**src/rtl/sinc3_pkg.sv**
```systemverilog
package sinc3_pkg;
  localparam int SF_W  = 12;
  localparam int ORDER = 3;
  localparam int ACC_W = ORDER*SF_W + 1;
  localparam int OUT_W = 24;

  typedef logic signed [ACC_W-1:0] acc_t;
  typedef logic signed [OUT_W-1:0] word_t;
  typedef logic signed [OUT_W:0]   corr_t;

  localparam logic signed [ACC_W:0] POS_LIM = (ACC_W+1)'((64'sd1 <<< (OUT_W-1)) - 64'sd1);
  localparam logic signed [ACC_W:0] NEG_LIM = (ACC_W+1)'(-(64'sd1 <<< (OUT_W-1)));
  localparam word_t POS_MAX = {1'b0, {(OUT_W-1){1'b1}}};
  localparam word_t NEG_MIN = {1'b1, {(OUT_W-1){1'b0}}};

  // decimation word with the floor of two applied
  function automatic logic [SF_W-1:0] eff_sf(input logic [SF_W-1:0] sf);
    return (sf < SF_W'(2)) ? SF_W'(2) : sf;
  endfunction

  // smallest c with 2^c >= n
  function automatic int unsigned ceil_log2(input logic [SF_W-1:0] n);
    int unsigned c;
    c = 0;
    for (int k = 0; k < SF_W; k++)
      if ((32'd1 << k) < 32'(n)) c = k + 1;
    return c;
  endfunction

  // normalise the raw sinc sum to OUT_W bits and clamp at full scale
  function automatic word_t scale_clamp(input acc_t y, input int unsigned c);
    logic signed [ACC_W:0] wide;
    logic signed [ACC_W:0] t;
    int sh;
    wide = {y[ACC_W-1], y};
    sh = ORDER*int'(c) - (OUT_W-1);
    if (sh >= 0) t = wide >>> sh;
    else         t = wide <<< (-sh);
    if (t > POS_LIM)      return POS_MAX;
    else if (t < NEG_LIM) return NEG_MIN;
    else                  return t[OUT_W-1:0];
  endfunction

  // sign correction for the reversed phase, one extra bit of headroom
  function automatic corr_t sign_fix(input word_t v, input logic neg);
    corr_t e;
    e = {v[OUT_W-1], v};
    return neg ? -e : e;
  endfunction

  // floor of the mean of two corrected results
  function automatic word_t pair_mean(input corr_t a, input corr_t b);
    logic signed [OUT_W+1:0] s;
    s = {a[OUT_W], a} + {b[OUT_W], b};
    return s[OUT_W:1];
  endfunction
endpackage

```
**src/rtl/sinc3_tick_gen.sv**
```systemverilog
module sinc3_tick_gen #(
  parameter int DIV = 16
) (
  input  logic clk,
  input  logic rst_n,
  output logic tick
);
  localparam int CW = (DIV > 1) ? $clog2(DIV) : 1;
  localparam logic [CW-1:0] LAST = CW'(DIV-1);

  logic [CW-1:0] cnt;

  always_ff @(posedge clk) begin
    if (!rst_n)          cnt <= '0;
    else if (cnt == LAST) cnt <= '0;
    else                 cnt <= cnt + CW'(1);
  end

  assign tick = (cnt == LAST);

  AST_TICK_GAP: assert property (@(posedge clk) disable iff (!rst_n)
    tick |=> !tick);
endmodule

```
**src/rtl/sinc3_core.sv**
```systemverilog
module sinc3_core import sinc3_pkg::*; (
  input  logic            clk,
  input  logic            rst_n,
  input  logic            tick,
  input  logic            clear,
  input  logic            din,
  input  logic [SF_W-1:0] n_eff,
  output acc_t            y,
  output logic            y_vld
);
  acc_t integ   [ORDER];
  acc_t integ_n [ORDER];
  acc_t dly     [ORDER];
  acc_t comb_v  [ORDER];
  acc_t xs;
  logic [SF_W-1:0] scnt;
  logic            period_end;

  assign xs         = din ? acc_t'(1) : acc_t'(-1);
  assign period_end = (scnt == n_eff - SF_W'(1));

  always_comb begin
    integ_n[0] = integ[0] + xs;
    for (int k = 1; k < ORDER; k++)
      integ_n[k] = integ[k] + integ_n[k-1];
    comb_v[0] = integ_n[ORDER-1] - dly[0];
    for (int k = 1; k < ORDER; k++)
      comb_v[k] = comb_v[k-1] - dly[k];
  end

  always_ff @(posedge clk) begin
    if (!rst_n || clear) begin
      for (int k = 0; k < ORDER; k++) begin
        integ[k] <= '0;
        dly[k]   <= '0;
      end
      scnt  <= '0;
      y     <= '0;
      y_vld <= 1'b0;
    end else begin
      y_vld <= 1'b0;
      if (tick) begin
        for (int k = 0; k < ORDER; k++) integ[k] <= integ_n[k];
        if (period_end) begin
          scnt   <= '0;
          dly[0] <= integ_n[ORDER-1];
          for (int k = 1; k < ORDER; k++) dly[k] <= comb_v[k-1];
          y      <= comb_v[ORDER-1];
          y_vld  <= 1'b1;
        end else begin
          scnt <= scnt + SF_W'(1);
        end
      end
    end
  end

  AST_CORE_PULSE: assert property (@(posedge clk) disable iff (!rst_n)
    y_vld |=> !y_vld);
  AST_CORE_ON_TICK: assert property (@(posedge clk) disable iff (!rst_n)
    y_vld |-> $past(tick));
  AST_CLEAR_EMPTIES: assert property (@(posedge clk) disable iff (!rst_n)
    clear |=> (integ[0] == '0 && integ[1] == '0 && integ[2] == '0 && !y_vld));
endmodule

```
**src/rtl/sinc3_chop_seq.sv**
```systemverilog
module sinc3_chop_seq import sinc3_pkg::*; (
  input  logic            clk,
  input  logic            rst_n,
  input  logic            restart,
  input  logic            chop,
  input  logic [SF_W-1:0] n_eff,
  input  acc_t            core_y,
  input  logic            core_vld,
  output logic            core_clear,
  output word_t           res_data,
  output logic            res_valid,
  output word_t           avg_data,
  output logic            avg_valid,
  output logic            pol
);
  localparam logic [1:0] SETTLED = 2'd2;

  logic [1:0] ocnt;
  logic       have_prev;
  corr_t      prev_corr;
  word_t      scaled;
  corr_t      cur_corr;
  word_t      mean_w;
  logic       emit;

  assign scaled     = scale_clamp(core_y, ceil_log2(n_eff));
  assign cur_corr   = sign_fix(scaled, pol);
  assign mean_w     = pair_mean(prev_corr, cur_corr);
  assign emit       = core_vld && (ocnt == SETTLED) && !restart;
  assign core_clear = restart || (emit && chop);

  always_ff @(posedge clk) begin
    if (!rst_n) begin
      ocnt      <= '0;
      have_prev <= 1'b0;
      prev_corr <= '0;
      pol       <= 1'b0;
      res_data  <= '0;
      res_valid <= 1'b0;
      avg_data  <= '0;
      avg_valid <= 1'b0;
    end else if (restart) begin
      ocnt      <= '0;
      have_prev <= 1'b0;
      pol       <= 1'b0;
      res_valid <= 1'b0;
      avg_valid <= 1'b0;
    end else begin
      res_valid <= emit;
      avg_valid <= emit && chop && have_prev;
      if (core_vld) begin
        if (ocnt != SETTLED) ocnt <= ocnt + 2'd1;
        else if (chop)       ocnt <= '0;
      end
      if (emit) begin
        res_data <= scaled;
        if (chop) begin
          prev_corr <= cur_corr;
          have_prev <= 1'b1;
          pol       <= ~pol;
          if (have_prev) avg_data <= mean_w;
        end
      end
    end
  end

  AST_POL_FLIP: assert property (@(posedge clk) disable iff (!rst_n)
    (emit && chop) |=> (pol != $past(pol)));
  AST_POL_IDLE: assert property (@(posedge clk) disable iff (!rst_n)
    !chop |-> !pol);
  AST_AVG_WITH_RES: assert property (@(posedge clk) disable iff (!rst_n)
    avg_valid |-> (res_valid && chop));
  AST_RES_PULSE: assert property (@(posedge clk) disable iff (!rst_n)
    res_valid |=> !res_valid);
endmodule

```
**src/rtl/sinc3_chop_decim.sv**
```systemverilog
module sinc3_chop_decim import sinc3_pkg::*; #(
  parameter int DIV = 16
) (
  input  logic             clk,
  input  logic             rst_n,
  input  logic             mod_bit,
  input  logic [SF_W-1:0]  sf_word,
  input  logic             chop_en,
  output logic [OUT_W-1:0] res_data,
  output logic             res_valid,
  output logic [OUT_W-1:0] avg_data,
  output logic             avg_valid,
  output logic             swap_pol
);
  logic [SF_W-1:0] cfg_sf;
  logic            cfg_chop;
  logic            restart;
  logic [SF_W-1:0] n_eff;
  logic            tick;
  logic            core_clear;
  acc_t            core_y;
  logic            core_vld;
  word_t           res_w;
  word_t           avg_w;

  assign restart = (sf_word != cfg_sf) || (chop_en != cfg_chop);
  assign n_eff   = eff_sf(cfg_sf);

  always_ff @(posedge clk) begin
    if (!rst_n) begin
      cfg_sf   <= '0;
      cfg_chop <= 1'b0;
    end else if (restart) begin
      cfg_sf   <= sf_word;
      cfg_chop <= chop_en;
    end
  end

  sinc3_tick_gen #(.DIV(DIV)) u_tick (
    .clk   (clk),
    .rst_n (rst_n),
    .tick  (tick)
  );

  sinc3_core u_core (
    .clk   (clk),
    .rst_n (rst_n),
    .tick  (tick),
    .clear (core_clear),
    .din   (mod_bit),
    .n_eff (n_eff),
    .y     (core_y),
    .y_vld (core_vld)
  );

  sinc3_chop_seq u_seq (
    .clk        (clk),
    .rst_n      (rst_n),
    .restart    (restart),
    .chop       (cfg_chop),
    .n_eff      (n_eff),
    .core_y     (core_y),
    .core_vld   (core_vld),
    .core_clear (core_clear),
    .res_data   (res_w),
    .res_valid  (res_valid),
    .avg_data   (avg_w),
    .avg_valid  (avg_valid),
    .pol        (swap_pol)
  );

  assign res_data = res_w;
  assign avg_data = avg_w;

  AST_RESTART_QUIET: assert property (@(posedge clk) disable iff (!rst_n)
    restart |=> (!res_valid && !swap_pol));
endmodule

```
**config.mk**
```make
export PLATFORM = sky130hd
export DESIGN_NAME = sinc3_chop_decim
export DESIGN_NICKNAME = d
export VERILOG_FILES = /design/src/rtl/sinc3_pkg.sv /design/src/rtl/sinc3_tick_gen.sv /design/src/rtl/sinc3_core.sv /design/src/rtl/sinc3_chop_seq.sv /design/src/rtl/sinc3_chop_decim.sv
export SDC_FILE = /design/constraint.sdc
export NUM_CORES = 1
export LEC_CHECK = 0
export BUFFER_PORTS_ARGS = -buffer_cell sky130_fd_sc_hd__buf_2
export CAP_MARGIN = 25
export CORE_AREA = 5 5 258 260
export DETAILED_ROUTE_END_ITERATION = 7
export DIE_AREA = 0 0 263 265
export PLACE_DENSITY_LB_ADDON = 0.1
export SYNTH_ARGS = -nofsm -noshare
export SYNTH_HDL_FRONTEND = slang
export SYNTH_SLANG_ARGS = --single-unit
```
**constraint.sdc**
```tcl
create_clock -name clk -period 22.5 [get_ports clk]
set_clock_uncertainty 0.2 [all_clocks]
set_input_delay 3.375 -clock clk [delete_from_list [all_inputs] [get_ports clk]]
set_output_delay 3.375 -clock clk [all_outputs]
set_load 0.05 [all_outputs]
```
==> run_results.csv <==
group,metric,value,unit
status,run_status,"finished, final reports clean",
critical_path,regToRegStartpoint,"cfg_sf[10]",
floorplanning,fp.dieArea,69700,um2
critical_path,crit_path_start_kind,"input port",
floorplanning,io_pins,67,
floorplanning,die-width,263,um
sta,summed_negative_setup_slack_over_all_endpoints,0,ns
logic_synthesis,netlist_area,31700,um2
sta,fmax,66.56,MHz
route,routed_wirelength,87.52,mm
place,dpl.hpwl,65.20,mm
global_route,grt_antenna_before_repair,4,
cts,cts-hold-fix-buffers,0,
cts,post_cts_setup_buffer_count,0,
route,total_drc_errors_in_the_routed_layout,0,
final_layout,final_core_util,0.5374,
cts,worst_case_clock_buffer_depth,3,
power,vdd_drop_max,0.05885,mV
logic_synthesis,synth_cell_types,108,
place,placement.io_buffers,66,
global_route,grt_max_degree,81,
logic_synthesis,yosysMostFrequentCell,"sky130_fd_sc_hd__nand2_1",
sta,grt_setup_unrepaired,"no",
sta,hold_viol,0,
critical_path,timing.setup.critical_path_class,"in -> reg",
run,max-cap-violations,0,
logic_synthesis,synth-async-reset-ratio,0,
power,power_leakage,14.51,nW
route,antenna_violating_nets_post_route,0,
floorplanning,core_area,63880,um2
final_layout,multi_input_logic_area,20570,um2
place,globalplace.congestion,0.9974,
sta,worst_hold_slack,0.2567,ns
final_layout,seq_area,9589,um2
critical_path,critical-path-slowest-cell,"sky130_fd_sc_hd__a2111oi_0",
power,power.density,66.69,nW/um2
place,dpl_worst_slack,6.930,ns
logic_synthesis,ys_dominant_reg_cell,"sky130_fd_sc_hd__edfxtp_1",
critical_path,ff2ff_path_depth,53,
cts,cts_made_buffers,45,
sta,min_period,15.02,ns
critical_path,worstSetupEndpoint,"u_core.y[36]",
logic_synthesis,synth.cells.most_frequent,"sky130_fd_sc_hd__nand2_1 (357), sky130_fd_sc_hd__nor2_1 (323), sky130_fd_sc_hd__ha_1 (253)",
critical_path,critical_path.reg2reg.endpoint,"u_seq.avg_data[23]",
logic_synthesis,yosys-top-cells-area,"sky130_fd_sc_hd__edfxtp_1 (21%), sky130_fd_sc_hd__ha_1 (10%), sky130_fd_sc_hd__dfxtp_1 (9.2%)",
logic_synthesis,synth_enable_flop_cells,222,
cts,numClockSinks,368,
logic_synthesis,yosysWarnings,0,
final_layout,area_growth,8.276,%
route,detail_route.vias_per_cell,5.851,
global_route,global_route.usage.total,0.2407,
power,fin_total_pwr,2.289,mW
route,routed-via-count,27260,
critical_path,worst-r2r-setup-slack,8.55,ns
global_route,globalRoute.totalOverflow,0,
logic_synthesis,synthesis.area_per_instance,8.403,um2
logic_synthesis,postSynthCellCount,3773,
route,wire_length_per_cell,18.78,um
final_layout,fillers,6075,
route,first_pass_iters,6,
cts,root_buffer,"sky130_fd_sc_hd__clkbuf_16",
critical_path,critical_path.most_common_cell,"sky130_fd_sc_hd__a21oi_1",
sta,timing_worst_slew_pin_value,0.9776,ns
hold_path,hp-class,"reg -> reg",
global_route,first_global_vias,25720,
cts,cts_tree,"yes",
logic_synthesis,synthDominantCellAreaShare,0.2103,
critical_path,cp-startpoint,"mod_bit",
floorplanning,placementRows,93,
cts,clock_insertion_delay_worst_skew,0.60,ns
sta,number_of_slew_limit_violations_in_the_final_report,0,
critical_path,timing.critical_path.to_type,"flop",
sta,final.period_utilization,0.6678,
critical_path,critPathArrivalTime,15.27,ns
global_route,first_pass_grt_wire_length,139.5,mm
final_layout,final_layout_size_suffix_gt1_frac,0.07597,
critical_path,max_stage_delay,0.79,ns
critical_path,cp.required,22.74,ns
final_layout,finalNetCount,4046,
logic_synthesis,synth_nets,4049,
sta,finalWorstSetupSlack,7.475,ns
floorplanning,dieHeight,265,um
final_layout,diodes,0,
logic_synthesis,seq_area_frac_synth,0.3025,
cts,clock_slew_seen_by_the_registers_of_the_worst_setup_and_hold_paths,0.06,ns
sta,timing.final.setup_violations,0,
sta,worst_slew_margin_rel,0.3391,
logic_synthesis,post-synth-top-area-cell,"sky130_fd_sc_hd__edfxtp_1",
floorplanning,initial_utilization,0.4963,
critical_path,crit_fanout,35,
route,detail_route.iter0.violations,1966,
logic_synthesis,synth-seq-cells,368,
cts,h_tree_depth,2,
cts,number_of_resized_instances_in_the_post_cts_repair_step,0,
report_power, final:
group          total [mW]  switching (mW)  internal, mW
Combinational       0.852           0.535         0.316
Clock               0.724           0.308         0.416
Sequential          0.713         0.00503         0.708
Total                2.29           0.848          1.44
placed cells by master (no fill, tap or decap), types with 47 or more instances in the layout:
cell / netlist / routed
sky130_fd_sc_hd__nand2_1: 357 / 357
sky130_fd_sc_hd__and2_1: 191 / 191
sky130_fd_sc_hd__inv_1: 243 / 240
sky130_fd_sc_hd__edfxtp_1: 222 / 222
sky130_fd_sc_hd__mux2i_1: 100 / 100
sky130_fd_sc_hd__nor3_1: 106 / 106
sky130_fd_sc_hd__a21o_1: 57 / 57
sky130_fd_sc_hd__xor2_1: 116 / 115
sky130_fd_sc_hd__xnor2_1: 155 / 154
sky130_fd_sc_hd__ha_1: 253 / 253
sky130_fd_sc_hd__a31oi_1: 62 / 62
sky130_fd_sc_hd__clkbuf_16: 0 / 47
sky130_fd_sc_hd__buf_2: 23 / 66
sky130_fd_sc_hd__nor2_1: 323 / 318
sky130_fd_sc_hd__a21oi_1: 212 / 212
sky130_fd_sc_hd__o21ai_0: 197 / 197
sky130_fd_sc_hd__dfxtp_1: 146 / 146
sky130_fd_sc_hd__nand3_1: 129 / 129
registers in the layout, indices dropped and copies added (netlist names):
| signal | flops |
|---|---|
| u_seq.res_data | 24 |
| u_core.dly | 111 |
| u_core.y_vld | 1 |
| cfg_chop | 1 |
| u_seq.prev_corr | 25 |
| u_tick.cnt | 4 |
| u_core.integ | 111 |
| u_seq.have_prev | 1 |
| u_seq.res_valid | 1 |
| cfg_sf | 12 |
| u_seq.avg_valid | 1 |
| u_core.y | 37 |
| u_seq.ocnt | 2 |
| u_seq.avg_data | 24 |
| u_seq.pol | 1 |
| u_core.scnt | 12 |
logic make-up (layout without fill, tap and decap cells):
family,Yosys count,in the layout,share of synthesized area
AOI/OAI and AO/OA,959,959,0.2026
xor gates and xnor gates,272,272,0.07557
adders and majority gates,260,260,0.1043
buffers and inverters,411,442,0.05103
DFF,368,368,0.3025
muxes,136,136,0.05288
and+or+nand+nor,1367,1367,0.2112
routing by layer:
metal / wire length (um) / up-vias / GRT usage
met3: 4818 / 245 / 0.03156
met5: 0 / - / 0
met1: 37850 / 12590 / 0.3105
met2: 40120 / 811 / 0.4039
met4: 4731 / 0 / 0.1119
li1: - / 13610 / -
critical path, delay by kind of cell:
| kind | cells | cell delay [ns] |
|---|---|---|
| buffers and inverters | 4 | 0.63 |
| adder cells (fa/ha/maj) | 6 | 1.93 |
| AND/OR/NAND/NOR | 12 | 2.19 |
| XOR/XNOR | 6 | 1.03 |
| AO/OA/AOI/OAI | 25 | 6.08 |
metrics by stage:
stage | instance area [um2] | std cells
floorplan | 31700 | 3773
global placement | 32830 | 4576
detailed placement | 32830 | 4576
CTS | 34290 | 4657
global route | 34330 | 4659
finish | 34330 | 4659
worst min path at each step:
stage	from	slack, ns	depth (start not counted)	to
floorplan	u_tick.cnt[0]	0.23	1	u_tick.cnt[0]
global placement	u_seq.prev_corr[22]	0.25	2	u_seq.prev_corr[22]
detailed placement	u_seq.prev_corr[22]	0.25	2	u_seq.prev_corr[22]
CTS	u_seq.prev_corr[22]	0.26	2	u_seq.prev_corr[22]
global route	u_seq.avg_data[0]	0.28	2	u_seq.avg_data[0]
finish	u_seq.prev_corr[22]	0.26	2	u_seq.prev_corr[22]
cell type report:
type	instances	share of cell area
clock buffer	60	0.03656
clock inverter	21	0.005868
inverter	249	0.02737
multi-input combinational	2994	0.5993
sequential	368	0.2793
tap	855	0.03116
timing repair buffer	112	0.02041
Power figures use the tool's default switching activity.
